<file path="src/rtl/dsq_pkg.sv">
package dsq_pkg;
  typedef enum logic [1:0] {
    MODE_SLOW = 2'b00,
    MODE_FAST = 2'b01,
    MODE_HOLD = 2'b10
  } mode_e;

  typedef enum logic [1:0] {
    PH_IDLE  = 2'b00,
    PH_INTEG = 2'b01,
    PH_DEINT = 2'b10
  } phase_e;
endpackage

</file>
<file path="src/rtl/dsq_pacer.sv">
module dsq_pacer
  import dsq_pkg::*;
#(
  parameter int FAST_TICKS = 8,
  parameter int SLOW_TICKS = 196
) (
  input  logic       clk,
  input  logic       rst_n,
  input  logic       tick,
  input  logic       idle,
  input  logic [1:0] mode_in,
  output logic       start,
  output logic       hold_conv
);
  localparam int PW = $clog2(SLOW_TICKS + 1);
  localparam logic [PW-1:0] FAST_M1 = PW'(FAST_TICKS - 1);
  localparam logic [PW-1:0] SLOW_M1 = PW'(SLOW_TICKS - 1);

  logic [PW-1:0] pace_q, pace_d;
  logic          fast_q, fast_d;
  logic          lock_q, lock_d;
  logic          hold_q, hold_d;
  logic [PW-1:0] limit;

  always_comb begin
    limit  = fast_q ? FAST_M1 : SLOW_M1;
    start  = tick && idle && (pace_q >= limit);
    pace_d = pace_q;
    fast_d = fast_q;
    lock_d = lock_q;
    hold_d = hold_q;
    if (start) begin
      pace_d = '0;
      hold_d = (mode_in == MODE_HOLD);
      fast_d = (mode_in == MODE_FAST) && !lock_q;
      lock_d = lock_q || (mode_in == MODE_HOLD);
    end else if (tick && (pace_q < SLOW_M1)) begin
      pace_d = pace_q + 1'b1;
    end
  end

  always_ff @(posedge clk or negedge rst_n) begin
    if (!rst_n) begin
      pace_q <= '0;
      fast_q <= 1'b0;
      lock_q <= 1'b0;
      hold_q <= 1'b0;
    end else begin
      pace_q <= pace_d;
      fast_q <= fast_d;
      lock_q <= lock_d;
      hold_q <= hold_d;
    end
  end

  assign hold_conv = hold_q;


  lock_sticky_chk: assert property (@(posedge clk) disable iff (!rst_n)
    $past(lock_q) |-> lock_q);


  lock_forces_slow_chk: assert property (@(posedge clk) disable iff (!rst_n)
    lock_q |-> !fast_q);


  hold_rate_chk: assert property (@(posedge clk) disable iff (!rst_n)
    hold_q |-> !fast_q);
endmodule

</file>
<file path="src/rtl/dsq_phase.sv">
module dsq_phase
  import dsq_pkg::*;
#(
  parameter int INT_CYCLES = 1000,
  parameter int POS_LIMIT  = 1000,
  parameter int NEG_LIMIT  = 99,
  parameter int RW         = 11
) (
  input  logic          clk,
  input  logic          rst_n,
  input  logic          start,
  input  logic          cmp_hi,
  output phase_e        phase,
  output logic          sign_pos,
  output logic          done,
  output logic [RW-1:0] done_val,
  output logic          done_ovp,
  output logic          done_ovn
);
  localparam int CMAX = (INT_CYCLES > POS_LIMIT) ? INT_CYCLES : POS_LIMIT;
  localparam int CW   = $clog2(CMAX + 1);
  localparam logic [CW-1:0] INT_M1   = CW'(INT_CYCLES - 1);
  localparam logic [CW-1:0] POS_M1   = CW'(POS_LIMIT - 1);
  localparam logic [CW-1:0] NEG_LAST = CW'(NEG_LIMIT);

  phase_e        ph_q, ph_d;
  logic [CW-1:0] cnt_q, cnt_d;
  logic          pos_q, pos_d;
  logic [RW-1:0] mag;

  always_comb begin
    ph_d     = ph_q;
    cnt_d    = cnt_q;
    pos_d    = pos_q;
    done     = 1'b0;
    done_ovp = 1'b0;
    done_ovn = 1'b0;
    done_val = '0;
    mag      = RW'(cnt_q);
    case (ph_q)
      PH_IDLE: begin
        if (start) begin
          ph_d  = PH_INTEG;
          cnt_d = '0;
        end
      end
      PH_INTEG: begin
        if (cnt_q == INT_M1) begin
          ph_d  = PH_DEINT;
          cnt_d = '0;
          pos_d = cmp_hi;
        end else begin
          cnt_d = cnt_q + 1'b1;
        end
      end
      PH_DEINT: begin
        if (cmp_hi != pos_q) begin
          ph_d     = PH_IDLE;
          done     = 1'b1;
          done_val = pos_q ? mag : (~mag + 1'b1);
        end else if (pos_q && (cnt_q == POS_M1)) begin
          ph_d     = PH_IDLE;
          done     = 1'b1;
          done_ovp = 1'b1;
        end else if (!pos_q && (cnt_q == NEG_LAST)) begin
          ph_d     = PH_IDLE;
          done     = 1'b1;
          done_ovn = 1'b1;
        end else begin
          cnt_d = cnt_q + 1'b1;
        end
      end
      default: ph_d = PH_IDLE;
    endcase
  end

  always_ff @(posedge clk or negedge rst_n) begin
    if (!rst_n) begin
      ph_q  <= PH_IDLE;
      cnt_q <= '0;
      pos_q <= 1'b0;
    end else begin
      ph_q  <= ph_d;
      cnt_q <= cnt_d;
      pos_q <= pos_d;
    end
  end

  assign phase    = ph_q;
  assign sign_pos = pos_q;


  int_len_chk: assert property (@(posedge clk) disable iff (!rst_n)
    $fell(ph_q == PH_INTEG) |-> $past(cnt_q) == INT_M1);


  pos_bound_chk: assert property (@(posedge clk) disable iff (!rst_n)
    (ph_q == PH_DEINT) |-> cnt_q <= POS_M1);


  neg_bound_chk: assert property (@(posedge clk) disable iff (!rst_n)
    (ph_q == PH_DEINT && !pos_q) |-> cnt_q <= NEG_LAST);
endmodule

</file>
<file path="src/rtl/dsq_publish.sv">
module dsq_publish #(
  parameter int RW = 11
) (
  input  logic          clk,
  input  logic          rst_n,
  input  logic          done,
  input  logic          hold_conv,
  input  logic [RW-1:0] done_val,
  input  logic          done_ovp,
  input  logic          done_ovn,
  output logic [RW-1:0] res,
  output logic          ovp,
  output logic          ovn,
  output logic          valid
);
  logic [RW-1:0] res_q;
  logic          ovp_q, ovn_q, valid_q;
  logic          upd_en;

  assign upd_en = done && !hold_conv;

  always_ff @(posedge clk or negedge rst_n) begin
    if (!rst_n) begin
      res_q   <= '0;
      ovp_q   <= 1'b0;
      ovn_q   <= 1'b0;
      valid_q <= 1'b0;
    end else begin
      valid_q <= upd_en;
      if (upd_en) begin
        res_q <= done_val;
        ovp_q <= done_ovp;
        ovn_q <= done_ovn;
      end
    end
  end

  assign res   = res_q;
  assign ovp   = ovp_q;
  assign ovn   = ovn_q;
  assign valid = valid_q;


  valid_pulse_chk: assert property (@(posedge clk) disable iff (!rst_n)
    valid_q |=> !valid_q);


  hold_freeze_chk: assert property (@(posedge clk) disable iff (!rst_n)
    (done && hold_conv) |=> ($stable(res_q) && $stable(ovp_q) && !valid_q));


  ovr_zero_chk: assert property (@(posedge clk) disable iff (!rst_n)
    (ovp_q || ovn_q) |-> (res_q == '0) && !(ovp_q && ovn_q));
endmodule

</file>
<file path="src/rtl/dual_slope_seq.sv">
module dual_slope_seq
  import dsq_pkg::*;
#(
  parameter int INT_CYCLES = 1000,
  parameter int POS_LIMIT  = 1000,
  parameter int NEG_LIMIT  = 99,
  parameter int FAST_TICKS = 8,
  parameter int SLOW_TICKS = 196,
  localparam int RW = $clog2(POS_LIMIT) + 1
) (
  input  logic          clk,
  input  logic          rst_n,
  input  logic          tick,
  input  logic [1:0]    mode_sel,
  input  logic          cmp_hi,
  output logic          sw_int,
  output logic          sw_ref_pos,
  output logic          sw_ref_neg,
  output logic [RW-1:0] result,
  output logic          ovr_pos,
  output logic          ovr_neg,
  output logic          result_valid
);
  logic          rst_m, rst_s;
  phase_e        phase;
  logic          sign_pos, start, hold_conv, done, done_ovp, done_ovn;
  logic [RW-1:0] done_val;

  always_ff @(posedge clk or negedge rst_n) begin
    if (!rst_n) begin
      rst_m <= 1'b0;
      rst_s <= 1'b0;
    end else begin
      rst_m <= 1'b1;
      rst_s <= rst_m;
    end
  end

  dsq_pacer #(.FAST_TICKS(FAST_TICKS), .SLOW_TICKS(SLOW_TICKS)) pacer_i (
    .clk(clk), .rst_n(rst_s), .tick(tick), .idle(phase == PH_IDLE),
    .mode_in(mode_sel), .start(start), .hold_conv(hold_conv));

  dsq_phase #(.INT_CYCLES(INT_CYCLES), .POS_LIMIT(POS_LIMIT),
              .NEG_LIMIT(NEG_LIMIT), .RW(RW)) phase_i (
    .clk(clk), .rst_n(rst_s), .start(start), .cmp_hi(cmp_hi),
    .phase(phase), .sign_pos(sign_pos), .done(done), .done_val(done_val),
    .done_ovp(done_ovp), .done_ovn(done_ovn));

  dsq_publish #(.RW(RW)) publish_i (
    .clk(clk), .rst_n(rst_s), .done(done), .hold_conv(hold_conv),
    .done_val(done_val), .done_ovp(done_ovp), .done_ovn(done_ovn),
    .res(result), .ovp(ovr_pos), .ovn(ovr_neg), .valid(result_valid));

  assign sw_int     = (phase == PH_INTEG);
  assign sw_ref_neg = (phase == PH_DEINT) && sign_pos;
  assign sw_ref_pos = (phase == PH_DEINT) && !sign_pos;


  sw_onehot_chk: assert property (@(posedge clk) disable iff (!rst_s)
    $onehot0({sw_int, sw_ref_pos, sw_ref_neg}));


  no_overlap_chk: assert property (@(posedge clk) disable iff (!rst_s)
    (sw_ref_pos || sw_ref_neg) |=> !sw_int);
endmodule

</file>
<file path="config.mk">
export PLATFORM = sky130hd
export DESIGN_NAME = dual_slope_seq
export DESIGN_NICKNAME = d
export VERILOG_FILES = /design/src/rtl/dsq_pkg.sv /design/src/rtl/dsq_pacer.sv /design/src/rtl/dsq_phase.sv /design/src/rtl/dsq_publish.sv /design/src/rtl/dual_slope_seq.sv
export SDC_FILE = /design/constraint.sdc
export NUM_CORES = 1
export LEC_CHECK = 0
export BUFFER_PORTS_ARGS = -buffer_cell sky130_fd_sc_hd__buf_2
export CAP_MARGIN = 20
export CORE_UTILIZATION = 45
export CTS_CLUSTER_DIAMETER = 50
export DETAILED_ROUTE_END_ITERATION = 6
export HOLD_SLACK_MARGIN = 0.02
export SLEW_MARGIN = 20
export SYNTH_ARGS = -nofsm -noshare
export SYNTH_HDL_FRONTEND = slang
export SYNTH_SLANG_ARGS = --single-unit
</file>
<file path="constraint.sdc">
create_clock -name clk -period 2 [get_ports clk]
set_input_delay 0.6 -clock clk [delete_from_list [all_inputs] [get_ports clk]]
set_output_delay 0.6 -clock clk [all_outputs]
set_load 0.05 [all_outputs]
</file>
# == After elaboration in Yosys (flattened, before gate mapping) ==
# Cells that the tools add are included.
# totals
register_bits,40
inputBits,6
out_inout_bits,17
word_cells,79
# classes
n_addsub,3
magnitude_cmp,2
n_eq_ne,13
muxes,28
bitwise_logic,1
reduce_logical,19
# ops
operator,count
10-bit 2-to-1 mux,5
11-bit 2-to-1 mux,3
10-bit case mux with 3 select lines,1
8-bit 2-to-1 mux,3
"11-bit by 1-bit adder with 11-bit output, second input constant",1
10-bit NOT with 11-bit output,1
"10-bit by 1-bit adder with 10-bit output, second input constant",1
"10-bit == test, second input constant",1
"10-bit by 7-bit == test with 1-bit output, second input constant",1
1-bit 2-to-1 mux,10
2-bit 2-to-1 mux,5
1-bit logical AND,9
"8-bit by 1-bit adder with 8-bit output, second input constant",1
8-bit greater-or-equal comparator,1
"8-bit less-than comparator, second input constant",1
"2-bit != test, second input constant",4
2-bit case mux with 3 select lines,1
5-bit AND reduction,1
"2-bit by 1-bit == test with 1-bit output, second input constant",2
"2-bit == test, second input constant",2
"4-bit by 1-bit != test with 1-bit output, second input constant",1
1-bit logical NOT,3
3-bit AND reduction,1
3-bit nonzero test,1
other kinds (6),6

# == Depth between registers and ports, before layout ==
# depth
depth_word,7
ltp_mapped,9
depth_no_buf,7

# == Cells and area by module ==
# From an unflattened synthesis, not the netlist that was laid out.
# unflattened
cells_unflattened,248
hier_area_um2,2493.6
# by_module_without_submodules
mod,instances,cells_each,area_per_inst_um2,seq_area_each_um2
dsq_phase,1,152,1224.9,325.3
dsq_pacer,1,59,608.1,275.3
dsq_publish,1,30,575.6,350.3
dual_slope_seq,1,7,85.1,50.0

# == Least setup slack after synthesis ==
# Ideal clock, no wire load.
# synth_timing
kind,reg2out
startpoint,register phase_i.ph_q[0] (netlist: phase_i.phase[0])
endpoint,output port sw_ref_pos
arrival_ns,1.604
path_slack_ns,-0.204
stages_incl_launch_ff,6
n_path_buf,1
cell_sequence,dfrtp_1 -> inv_1 -> ha_1 -> buf_2 -> inv_1 -> nor2_1
# synth_via
elab_chain_len,2
# synth_rtl
element,line_no,text
start: declaration,dsq_phase.sv:26,"phase_e ph_q, ph_d;"
start signal: assignment,dsq_phase.sv:83,ph_q <= ph_d;
2-bit == test,dual_slope_seq.sv:56,assign sw_ref_pos = (phase == PH_DEINT) && !sign_pos;
1-bit logical AND,dual_slope_seq.sv:56,
end: declaration,dual_slope_seq.sv:17,"output logic sw_ref_pos,"
# Every way passes these cells.

# == Final worst setup path ==
# layout_timing
startpoint,register pacer_i.fast_q
endpoint,register phase_i.ph_q[0] (netlist: phase_i.phase[0])
# layout_via
elab_chain_len,5
# layout_rtl
element,line_no,text
start: declaration,dsq_pacer.sv:20,"logic fast_q, fast_d;"
start signal: assignment,dsq_pacer.sv:50,fast_q <= fast_d;
8-bit 2-to-1 mux,dsq_pacer.sv:26,limit = fast_q ? FAST_M1 : SLOW_M1;
8-bit greater-or-equal comparator,dsq_pacer.sv:27,start = tick && idle && (pace_q >= limit);
1-bit logical AND,dsq_pacer.sv:27,
2-bit != test (no source line),--,
3-bit AND reduction (no source line),--,
# Every way passes these cells.
# A chain may end at the register's enable or synchronous reset.

==> summary.md <==
| Metric | Value |
|---|---|
| Total Nets Final | `~320` |
| Switching portion of total power | `between 40% and 50%` |
| CTS root buffer | `clkbuf_8` |
| Met2 Resource Use GR | `a little over a third` |
| DRT Pass-1 Iters | `5` |
| GRT Overall Usage | `between 20% and 30%` |
| Power, Total | `between 3 and 4 mW` |
| WS Path Type | `reg -> reg` |
| Worst-Skew Late Latency | `~0.30 ns` |
| PwrDens | `around 1200 mW/mm2` |
| Synth area leaders | `dfrtp_1 41%, ha_1 5.6%, nand2_1 4.3%, nor2_1 3.7%, xnor2_1 3.6%` |
| Worst VDD drop | `0.000625 V` |
| DP HPWL | `around 4.0 mm` |
| Largest net degree at the start of global routing | `39` |
| GP Congestion | `between 0.7 and 0.8` |
| Drt wl/cell | `14.4 um` |
| Die width | `~76 um` |
| Share of cells above drive strength 1 | `between 20% and 30%` |
| Synth Area in XOR/XNOR | `5.39%` |
| Busiest grt layer | `met2` |
| Part of the power in combinational logic | `53.0%` |
| Leading area contributor after synthesis | `dfrtp_1` |
| Vias per inst | `roughly 5.3` |
| CTS tree | `built` |
| TritonCTS Buffers | `5` |
| Final period util | `between 90% and 100%` |
| Row count | `26` |
| Cells after synthesis | `between 200 and 300` |
| Combinational family with the most area after synthesis | `simple AND/OR/NAND/NOR gates` |
| Type of origin of the critical path | `flop` |
| Wirelength, routed | `~5.3 mm` |
| Mux share of post-synthesis cell area | `3.03%` |
| Clk slew on worst S/H paths | `approximately 0.08 ns` |
| HP Class | `in -> async` |
| Max_cap viols | `0` |
| FFs w/ async S/R, synth | `100%` |
| Flops & latches, synth | `40` |
| Int Pwr | `approximately 2 mW` |
| Final hold violations | `0` |
| DP Worst Slack | `-0.0182 ns` |
| Clock Tree Buf Depth | `2` |
| Worst Path Arrival | `~2.2 ns` |
| Clock Power Share | `roughly 16%` |
| Hold slack | `approximately 0.064 ns` |
| Global-route wire length before repair | `8.47 mm` |
| Adder-Cell Fraction of Synth Area | `approximately 5.6%` |
| Antenna violations before repair | `0` |
| Full die area | `0.00572 mm2` |
| RSZ-0062 raised after global routing | `yes` |
| Post-route setup TNS | `0 ns` |
| IO Pins | `23` |
| Total grt overflow | `0` |
| Syn Std Cell Area | `approximately 0.0024 mm2` |
| Yosys Warn Count | `0` |
| GR Util met3 | `between 4 and 5%` |
| Mean area per synthesized cell | `~9.7 um2` |
| Sequential element share of the synthesized area | `41.0%` |
| Die height | `between 70 and 80 um` |
| Critical path fanouts, max | `5` |
| M1 GR Usage | `between 20 and 25%` |
| Fmax | `~0.51 GHz` |
| Worst EP required | `approximately 2.2 ns` |
| Core area | `a little over 0.005 mm2` |
| # clock sinks | `40` |
| DRC violations left | `0` |
| Crit end category | `flop` |
| Seq pwr share | `a little under a third` |
| H-tree levels | `2` |
| Count of pins over their slew limit | `0` |
| Starting DRT DRC Count | `97` |
| Endpoints failing setup | `0` |
| Final worst slack | `0.0274 ns` |
| Synth unique cells | `slightly above 60` |
| # hold bufs at CTS | `0` |
| Synth top area share | `~40%` |
| Clock Skew | `0.00752 ns` |
| DR vias | `about 2,000` |
| Status | `complete, no violations` |
| Switching power | `around 1.5 mW` |
| Antenna-violating nets left | `0` |
| Number of synthesized flops with an enable pin | `0` |
| Synth Flop Type | `dfrtp_1` |
| Vias in the first global route | `about 1,800` |
| Cells on worst reg2reg path | `7` |
| Initial Utilization | `roughly 47%` |
| Syn_nets | `269` |
| Post-synthesis compound-gate area fraction | `between 10% and 20%` |
| Minimum clock period | `slightly below 2 ns` |
| Area delta synth->final | `21.7%` |
| PortBufs | `22` |
| Leakage power | `~1.4 nW` |
| ANT cells | `0` |
| Simple-Gate Fraction of Synth Area | `a little over a fifth` |
## flip-flops by register name (all words and copies together) (netlist names)
signal,flops
publish_i.ovn,1
pacer_i.fast_q,1
phase_i.sign_pos,1
pacer_i.lock_q,1
rst_m,1
publish_i.valid,1
phase_i.cnt_q,10
pacer_i.hold_conv,1
phase_i.phase,2
publish_i.ovp,1
pacer_i.pace_q,8
publish_i.res,11
rst_s,1
## worst max-delay path: stages, from the launching register on
cell	delay, ns
dfrtp_1	0.40
ha_1	0.28
o21a_1	0.13
o211ai_1	0.10
buf_4	0.16
o21a_4	0.22
a221oi_4	0.23
mux2_4	0.32
## synthesized netlist by cell type (2+ instances only)
cell type	number
mux2i_1	4
xor2_1	5
a22o_1	2
o31ai_1	8
a221o_1	3
o21ai_0	3
ha_1	11
nor3_1	6
o31ai_2	5
xnor2_1	10
inv_1	13
and3_1	8
nand2_1	28
buf_2	9
o211a_1	2
buf_6	2
a21oi_1	4
o21ai_1	2
mux2_1	2
nor2_1	24
nor3b_1	2
nand4_1	4
o41ai_1	2
a31oi_1	4
and2_1	3
nand2b_1	2
o22ai_1	3
nand3_1	7
dfrtp_1	40
o21a_1	3
## path summary, 6_finish.rpt
check | from | end | slack, ns
worst max-delay path | pacer_i.fast_q | phase_i.phase[0] | 0.03
worst min-delay path | rst_n | rst_m | 0.06
worst max register to register | pacer_i.fast_q | phase_i.phase[0] | 0.03
worst min register to register | rst_s | publish_i.ovp | 0.31
max in group asynchronous | rst_s | pacer_i.pace_q[4] | 1.34
min in group clk | rst_m | rst_s | 0.36
## power by group through the flow
stage | registers (mW) | logic (mW) | clock network (mW)
final | 1.10 | 1.87 | 0.564
after global routing | 1.13 | 2.05 | 0.613
after CTS | 1.10 | 1.71 | 0.584
after detailed placement | 1.12 | 1.67 | 0
after global placement | 1.11 | 1.65 | 0
after floorplan | 1.31 | 1.02 | 0
## layer usage
| metal | routed length, um | up-vias |
|---|---|---|
| met3 | 167 | 4 |
| met1 | 2520 | 928 |
| met4 | 44 | 0 |
| met2 | 2610 | 30 |
| met5 | 0 | - |
| li1 | - | 992 |
## cells by family (layout without fill, tap and decap cells)
kind of cell / after synthesis / in the layout
AND/OR/NAND/NOR: 98 / 98
multiplexers: 7 / 7
buffers and inverters: 27 / 75
flip-flops: 40 / 40
adder cells (fa/ha/maj): 11 / 11
XOR/XNOR: 15 / 15
AO/OA/AOI/OAI: 53 / 53
other: 1 / 1
## metrics by stage
step | util, % | cells | cell area (um2)
finish | 57.4 | 370 | 2970
floorplan | - | 252 | 2440
global route | 57.4 | 370 | 2970
detailed placement | 53.6 | 357 | 2770
CTS | 55.9 | 366 | 2890
global placement | 53.6 | 357 | 2770
## layout by cell type (no fill, tap or decap), types with 2 or more instances in the layout
| cell type | Yosys | final |
|---|---|---|
| nand2b_1 | 2 | 2 |
| and2_1 | 3 | 3 |
| buf_4 | 0 | 32 |
| xnor2_1 | 10 | 10 |
| nand4_1 | 4 | 4 |
| nor3b_1 | 2 | 2 |
| dfrtp_1 | 40 | 40 |
| inv_1 | 13 | 11 |
| o22ai_1 | 3 | 3 |
| a21oi_1 | 4 | 4 |
| a22o_1 | 2 | 2 |
| o21a_1 | 3 | 2 |
| nor2_4 | 1 | 2 |
| o21ai_0 | 3 | 3 |
| and3_1 | 8 | 8 |
| nor2_1 | 24 | 23 |
| clkinv_2 | 0 | 2 |
| a31oi_1 | 4 | 4 |
| buf_2 | 9 | 19 |
| o211a_1 | 2 | 2 |
| a221o_1 | 3 | 3 |
| inv_2 | 1 | 3 |
| nand2_1 | 28 | 28 |
| xor2_1 | 5 | 5 |
| o31ai_2 | 5 | 5 |
| o41ai_1 | 2 | 2 |
| o31ai_1 | 8 | 8 |
| nand3_1 | 7 | 6 |
| clkbuf_8 | 0 | 6 |
| mux2i_1 | 4 | 4 |
| nor3_1 | 6 | 6 |
| ha_1 | 11 | 9 |
## cell type report
type / instances / area, um2
Clock buffer: 6 / 82.6
Clock inverter: 2 / 10.0
Fill cell: 468 / 2200
Inverter: 14 / 52.6
Multi-Input combinational cell: 185 / 1360
Sequential cell: 40 / 1000
Tap cell: 70 / 87.6
Timing Repair Buffer: 53 / 370
## what timing repair did
item	in CTS	in global routing
endpoints found under the setup margin	3	11
resized for setup	7	10
cloned	0	0
pin swaps	1	3
setup buffers	1	4
No activity file was read; power rests on OpenSTA's default activity.
